<file path="config.mk">
export PLATFORM = sky130hd
export DESIGN_NAME = mac_tx_sequencer
export DESIGN_NICKNAME = d
export VERILOG_FILES = /design/src/rtl/mac_txs_pkg.sv /design/src/rtl/txs_start_qual.sv /design/src/rtl/txs_phase_timer.sv /design/src/rtl/mac_tx_sequencer.sv
export SDC_FILE = /design/constraint.sdc
export NUM_CORES = 1
export LEC_CHECK = 0
export BUFFER_PORTS_ARGS = -buffer_cell sky130_fd_sc_hd__buf_2
export CORE_MARGIN = 8
export CORE_UTILIZATION = 53
export DETAILED_ROUTE_END_ITERATION = 6
export PLACE_DENSITY = 0.79
export SLEW_MARGIN = 20
export SYNTH_ARGS = -nofsm -noshare
export SYNTH_HDL_FRONTEND = slang
export SYNTH_SLANG_ARGS = --single-unit
</file>
<file path="constraint.sdc">
create_clock -name clk -period 2.6 [get_ports clk]
set_input_delay 0.52 -clock clk [delete_from_list [all_inputs] [get_ports clk]]
set_output_delay 0.52 -clock clk [all_outputs]
set_load 0.05 [all_outputs]
</file>
<file path="src/rtl/mac_txs_pkg.sv">
// Package: state codes shared by the transmit sequencer and its bench-visible state port.
package mac_txs_pkg;
    typedef enum logic [3:0] {
        TXS_IDLE     = 4'd0,
        TXS_DEFER    = 4'd1,
        TXS_PAUSE    = 4'd2,
        TXS_PREAMBLE = 4'd3,
        TXS_DATA     = 4'd4,
        TXS_PFRAME   = 4'd5,
        TXS_EOF      = 4'd6,
        TXS_IFG      = 4'd7
    } txs_state_t;
endpackage

</file>
<file path="src/rtl/txs_start_qual.sv">
// Module: txs_start_qual
// Decodes the three exits from idle into mutually exclusive requests,
// in priority defer > pause > frame start. Assumes all inputs are
// synchronous to the sequencer clock. Purely combinational.
module txs_start_qual (
    input  logic full_duplex,
    input  logic crs,
    input  logic pause_apply,
    input  logic fifo_ra,
    input  logic fifo_empty,
    input  logic pf_send_en,
    input  logic xoff_req,
    input  logic xon_req,
    output logic go_defer,
    output logic go_pause,
    output logic go_start,
    output logic start_pframe
);
    logic pf_req;
    logic link_ok;

    // Priority decode of the idle exits; empty gates every frame start.
    always_comb begin
        pf_req       = pf_send_en && (xoff_req || xon_req);
        link_ok      = fifo_ra && (full_duplex || !crs);
        go_defer     = !full_duplex && crs;
        go_pause     = !go_defer && pause_apply;
        go_start     = !go_defer && !go_pause && !fifo_empty && (link_ok || pf_req);
        start_pframe = pf_req;
    end
endmodule

</file>
<file path="src/rtl/txs_phase_timer.sv">
// Module: txs_phase_timer
// Down counter shared by all timed phases. A load sets the count; it
// then falls by one per cycle and rests at zero. Assumes the caller
// loads it on every entry to a timed phase.
module txs_phase_timer #(
    parameter int CW = 16
) (
    input  logic          clk,
    input  logic          rst_n,
    input  logic          load,
    input  logic [CW-1:0] load_val,
    output logic          expired
);
    logic [CW-1:0] cnt_q;

    // Count register: load wins, otherwise count down to zero.
    always_ff @(posedge clk) begin
        if (!rst_n)          cnt_q <= '0;
        else if (load)       cnt_q <= load_val;
        else if (cnt_q != 0) cnt_q <= cnt_q - 1'b1;
    end

    // Phase end flag.
    always_comb expired = (cnt_q == '0);
endmodule

</file>
<file path="src/rtl/mac_tx_sequencer.sv">
// Module: mac_tx_sequencer
// Transmit control state machine: idle/defer/pause arbitration, preamble,
// payload read or pause-frame phase, end-of-frame and interframe gap.
// Assumes a show-ahead FIFO whose fifo_eop marks the word read in the
// same cycle as fifo_rd, and a fifo_ra that may lag by a cycle.
module mac_tx_sequencer
    import mac_txs_pkg::*;
#(
    parameter int PRE_CYC = 8,
    parameter int IFG_CYC = 12,
    parameter int PF_CYC  = 64,
    parameter int QW      = 16
) (
    input  logic          clk,
    input  logic          rst_n,
    input  logic          full_duplex,
    input  logic          crs,
    input  logic          pause_apply,
    input  logic [QW-1:0] pause_quanta,
    input  logic          fifo_ra,
    input  logic          fifo_empty,
    input  logic          fifo_eop,
    input  logic          pf_send_en,
    input  logic          xoff_req,
    input  logic          xon_req,
    output logic          fifo_rd,
    output logic [3:0]    state_o
);
    localparam int MAX_A = (PRE_CYC > IFG_CYC) ? PRE_CYC : IFG_CYC;
    localparam int MAX_F = (PF_CYC > MAX_A) ? PF_CYC : MAX_A;
    localparam int FIXW  = $clog2(MAX_F) + 1;
    localparam int CW    = (QW > FIXW) ? QW : FIXW;

    txs_state_t    state_q, state_d;
    logic          pf_sel_q;
    logic          go_defer, go_pause, go_start, start_pframe;
    logic          t_load, t_expired;
    logic [CW-1:0] t_val;

    txs_start_qual i_qual (
        .full_duplex (full_duplex),
        .crs         (crs),
        .pause_apply (pause_apply),
        .fifo_ra     (fifo_ra),
        .fifo_empty  (fifo_empty),
        .pf_send_en  (pf_send_en),
        .xoff_req    (xoff_req),
        .xon_req     (xon_req),
        .go_defer    (go_defer),
        .go_pause    (go_pause),
        .go_start    (go_start),
        .start_pframe(start_pframe)
    );

    txs_phase_timer #(.CW(CW)) i_timer (
        .clk     (clk),
        .rst_n   (rst_n),
        .load    (t_load),
        .load_val(t_val),
        .expired (t_expired)
    );

    // Next-state and timer-load decode.
    always_comb begin
        state_d = state_q;
        t_load  = 1'b0;
        t_val   = '0;
        case (state_q)
            TXS_IDLE: begin
                if (go_defer) begin
                    state_d = TXS_DEFER;
                end else if (go_pause) begin
                    state_d = TXS_PAUSE;
                    t_load  = 1'b1;
                    t_val   = CW'(pause_quanta);
                end else if (go_start) begin
                    state_d = TXS_PREAMBLE;
                    t_load  = 1'b1;
                    t_val   = CW'(PRE_CYC - 1);
                end
            end
            TXS_DEFER:    if (full_duplex || !crs) state_d = TXS_IDLE;
            TXS_PAUSE:    if (t_expired) state_d = TXS_IDLE;
            TXS_PREAMBLE: begin
                if (t_expired) begin
                    if (pf_sel_q) begin
                        state_d = TXS_PFRAME;
                        t_load  = 1'b1;
                        t_val   = CW'(PF_CYC - 1);
                    end else begin
                        state_d = TXS_DATA;
                    end
                end
            end
            TXS_DATA:     if (fifo_eop) state_d = TXS_EOF;
            TXS_PFRAME:   if (t_expired) state_d = TXS_EOF;
            TXS_EOF: begin
                state_d = TXS_IFG;
                t_load  = 1'b1;
                t_val   = CW'(IFG_CYC - 1);
            end
            TXS_IFG:      if (t_expired) state_d = TXS_IDLE;
            default:      state_d = TXS_IDLE;
        endcase
    end

    // State register.
    always_ff @(posedge clk) begin
        if (!rst_n) state_q <= TXS_IDLE;
        else        state_q <= state_d;
    end

    // Remembers whether the frame being started is a pause frame.
    always_ff @(posedge clk) begin
        if (!rst_n)                                 pf_sel_q <= 1'b0;
        else if (state_q == TXS_IDLE && go_start)   pf_sel_q <= start_pframe;
    end

    // Outputs: read strobe during payload, raw state code.
    always_comb begin
        fifo_rd = (state_q == TXS_DATA);
        state_o = state_q;
    end


    eop_ends_data_chk: assert property (@(posedge clk) disable iff (!rst_n)
        (fifo_rd && fifo_eop) |=> (state_q == TXS_EOF));

    defer_first_chk: assert property (@(posedge clk) disable iff (!rst_n)
        (state_q == TXS_IDLE && !full_duplex && crs) |=> (state_q == TXS_DEFER));

    pause_second_chk: assert property (@(posedge clk) disable iff (!rst_n)
        (state_q == TXS_IDLE && (full_duplex || !crs) && pause_apply) |=> (state_q == TXS_PAUSE));

    start_needs_data_chk: assert property (@(posedge clk) disable iff (!rst_n)
        (state_q == TXS_PREAMBLE && $past(state_q) == TXS_IDLE) |-> !$past(fifo_empty));

    ifg_exit_chk: assert property (@(posedge clk) disable iff (!rst_n)
        (state_q == TXS_IFG) |=> (state_q == TXS_IFG || state_q == TXS_IDLE));
endmodule

</file>
==> summary.md <==
| Metric | Value |
|---|---|
| R2R cell count | `7` |
| Synth Instances | `around 170` |
| WHS | `about 0.40 ns` |
| Setup crit start kind | `register` |
| Aggregate routed wire length | `~3700 µm` |
| Layout cell share with drive strength beyond 1 | `about 22%` |
| Bufs on Longest Clock Path | `2` |
| DRC viols | `0` |
| Worst vdd ir | `roughly 810 µV` |
| Critical path, cell by cell | `inv_1, ha_1, or4b_4, nor4_4, nand2_1, a31o_1, o21ai_0` |
| Drt via density | `slightly above 6` |
| Top_reg_cell synth | `dfxtp_1` |
| Critical path origin | `i_timer.cnt_q[0]` |
| Nets | `around 230` |
| Initial Utilization | `55.2%` |
| Top cells by count, synth | `dfxtp_1 (20), nand2_1 (18), o21ai_0 (16)` |
| Endpoints failing setup | `0` |
| First-pass GRT wire length | `roughly 6300 µm` |
| Critical Path AT | `about 2.6 ns` |
| Distinct cells, synth | `between 40 and 50` |
| Critical Path Fanout Max | `6` |
| Static leakage | `~0.61 nW` |
| DIE AREA | `approximately 4400 µm²` |
| Final hold viol count | `0` |
| Final slew viol count | `0` |
| Post-synth top area cell | `dfxtp_1` |
| TritonCTS clock tree | `built` |
| PD cells | `1190 nW/µm²` |
| Initial antenna violation count | `0` |
| Routed Antenna Nets | `0` |
| Worst setup endpoint | `i_timer.cnt_q[3]` |
| WL/cell | `about 16 µm` |
| Global Route Usage Sum | `between 10% and 20%` |
| Grt ovf | `0` |
| Tcrit/Tclk final | `roughly nine tenths` |
| Number of synthesized flops with an enable pin | `0` |
| HP Class | `in -> reg` |
| Inserted Clock Buffers | `3` |
| I/O Buffers | `30` |
| Row count | `18` |
| Cts repair resizes | `0` |
| Most frequent cell after synthesis | `dfxtp_1` |
| Design area | `1560 µm²` |
| CP Class | `reg -> reg` |
| Clk_skew | `just over 0.01 ns` |
| Number of clock sinks | `20` |
| Core area | `about 2400 µm²` |
| Worst slew margin relative to its limit | `43.3%` |
| Status | `completed` |
| Max incr delay on CP | `roughly 0.5 ns` |
| Vias in the first global route | `1,456` |
| Dpl ws | `0.317 ns` |
| Die X | `66.3 µm` |
| Worst-Skew Late Latency | `between 0.3 and 0.4 ns` |
| Placed cell areas | `about 1500 µm²` |
| Root Buffer | `clkbuf_4` |
| Pre-antenna DRT Iters | `4` |
| Ys async rst share | `0%` |
| RSZ-0062 raised after global routing | `false` |
| Setup WS post-layout | `between 0.2 and 0.3 ns` |
| Via count | `around 1,400` |
| Data required time of the critical path | `~2.8 ns` |
| F_max | `~430 MHz` |
| Gp weighted congestion | `0.928` |
| Fin crit period | `roughly 2.3 ns` |
| Yosys reg bits | `20` |
| # hold bufs at CTS | `0` |
| Die Y | `66.3 µm` |
| Setup TNS | `0 ns` |
| Synth area leaders | `dfxtp_1 (30%), o21ai_0 (6.0%), xnor2_1 (5.9%)` |
| Seq/Total Area, Yosys | `between 20 and 30%` |
| Num ports | `32` |
| RR Endpoint | `i_timer.cnt_q[3]` |
| Max Cap Violations | `0` |
| Worst setup EP type | `register` |
| Largest net degree at the start of global routing | `14` |
| Syn Nets | `around 200` |
| Reg2reg start | `i_timer.cnt_q[0]` |
| Reg clk slew, reported paths | `roughly 0.12 ns` |
| Syn Area/Cell | `about 7.8 µm²` |
| Slew @ Worst Pin | `0.844 ns` |
| Synthesized cell area | `1340 µm²` |
| Reg-to-reg slack, setup | `~0.26 ns` |
| Post-synth top area share | `between 20 and 30%` |
| H-tree depth | `1` |
| Setup repair bufs after CTS | `0` |
| Yosys synthesis warning count | `0` |
| Layout Area Growth over Synthesis | `16.4%` |
| Tot Pwr | `around 1.9 mW` |
| HPWL after DPL | `a little under 3000 µm` |
| Crit path max-delay cell type | `or4b_4` |
| Diodes inserted | `0` |
| 1st-iter DRT viols | `94` |
==> layout make-up <==
class	instances	area, µm²
fill	230	870
multi-input combinational	141	896
clock buffer	3	22.5
timing repair buffer	31	158
sequential	20	400
inverter	5	18.8
clock inverter	1	30.0
tap	30	37.5
==> worst min path at each step <==
stage	start	to	slack [ns]	cells past startpoint
after floorplan	i_timer.cnt_q[15]	i_timer.cnt_q[15]	0.54	2
after global placement	i_timer.cnt_q[14]	i_timer.cnt_q[14]	0.56	2
after detailed placement	i_timer.cnt_q[15]	i_timer.cnt_q[15]	0.59	2
after CTS	pause_quanta[6]	i_timer.cnt_q[6]	0.40	3
after global routing	pause_quanta[14]	i_timer.cnt_q[14]	0.42	3
final	pause_quanta[6]	i_timer.cnt_q[6]	0.40	3
==> per-layer routing <==
metal | vias to the layer above | GRT usage [%] | routed length (µm)
li1 | 699 | - | -
met1 | 659 | 20.8 | 1510
met4 | 0 | 4.80 | 49
met2 | 59 | 31.5 | 1840
met3 | 9 | 4.92 | 282
met5 | - | 0 | 0
==> state kept, by name (all words and copies together), names as in the netlist <==
name           count
state_o            3
i_timer.cnt_q     16
pf_sel_q           1
==> report_power, final <==
group          switching (mW)  internal, mW
Clock                   0.103         0.156
Combinational           0.587         0.430
Sequential              0.166         0.421
==> cells in the final DEF, fill, tap and decap left out, types with 2 or more instances in the layout <==
master	instances
a21boi_0	2
a21oi_1	10
buf_2	30
clkbuf_4	3
dfxtp_1	20
ha_1	2
inv_1	5
nand2_1	18
nand3_1	9
nand4_1	5
nor2_1	10
nor2b_1	3
nor3_1	9
nor4_1	7
nor4_4	2
o211ai_1	4
o21ai_0	16
or3_1	3
xnor2_1	9
xor2_1	4
==> per-stage QoR <==
stage                     utilization [%]  std cells
after floorplan                         -        172
after global placement               62.1        227
after detailed placement             62.1        227
after CTS                            64.2        231
after global routing                 64.2        231
final                                64.2        231
==> kinds of logic (layout without fill, tap and decap cells) <==
logic type | after synthesis | in the layout | synth area share (%)
AND/OR/NAND/NOR | 78 | 78 | 33.7
flip-flops | 20 | 20 | 29.8
multiplexers | 1 | 1 | 0.746
AO/OA/AOI/OAI | 46 | 46 | 21.6
XOR/XNOR | 13 | 13 | 8.48
buffers and inverters | 11 | 40 | 3.45
adder cells (fa/ha/maj) | 2 | 2 | 1.86
other | 1 | 1 | 0.279
==> worst max-delay path: cells and delay by family, from the launching register on <==
family / cells / cell delay (ns)
AO/OA/AOI/OAI: 2 / 0.36
buffers and inverters: 1 / 0.13
flip-flops: 1 / 0.35
adder cells (fa/ha/maj): 1 / 0.17
AND/OR/NAND/NOR: 3 / 1.25
Note: power is estimated with default switching activity, not from simulation.
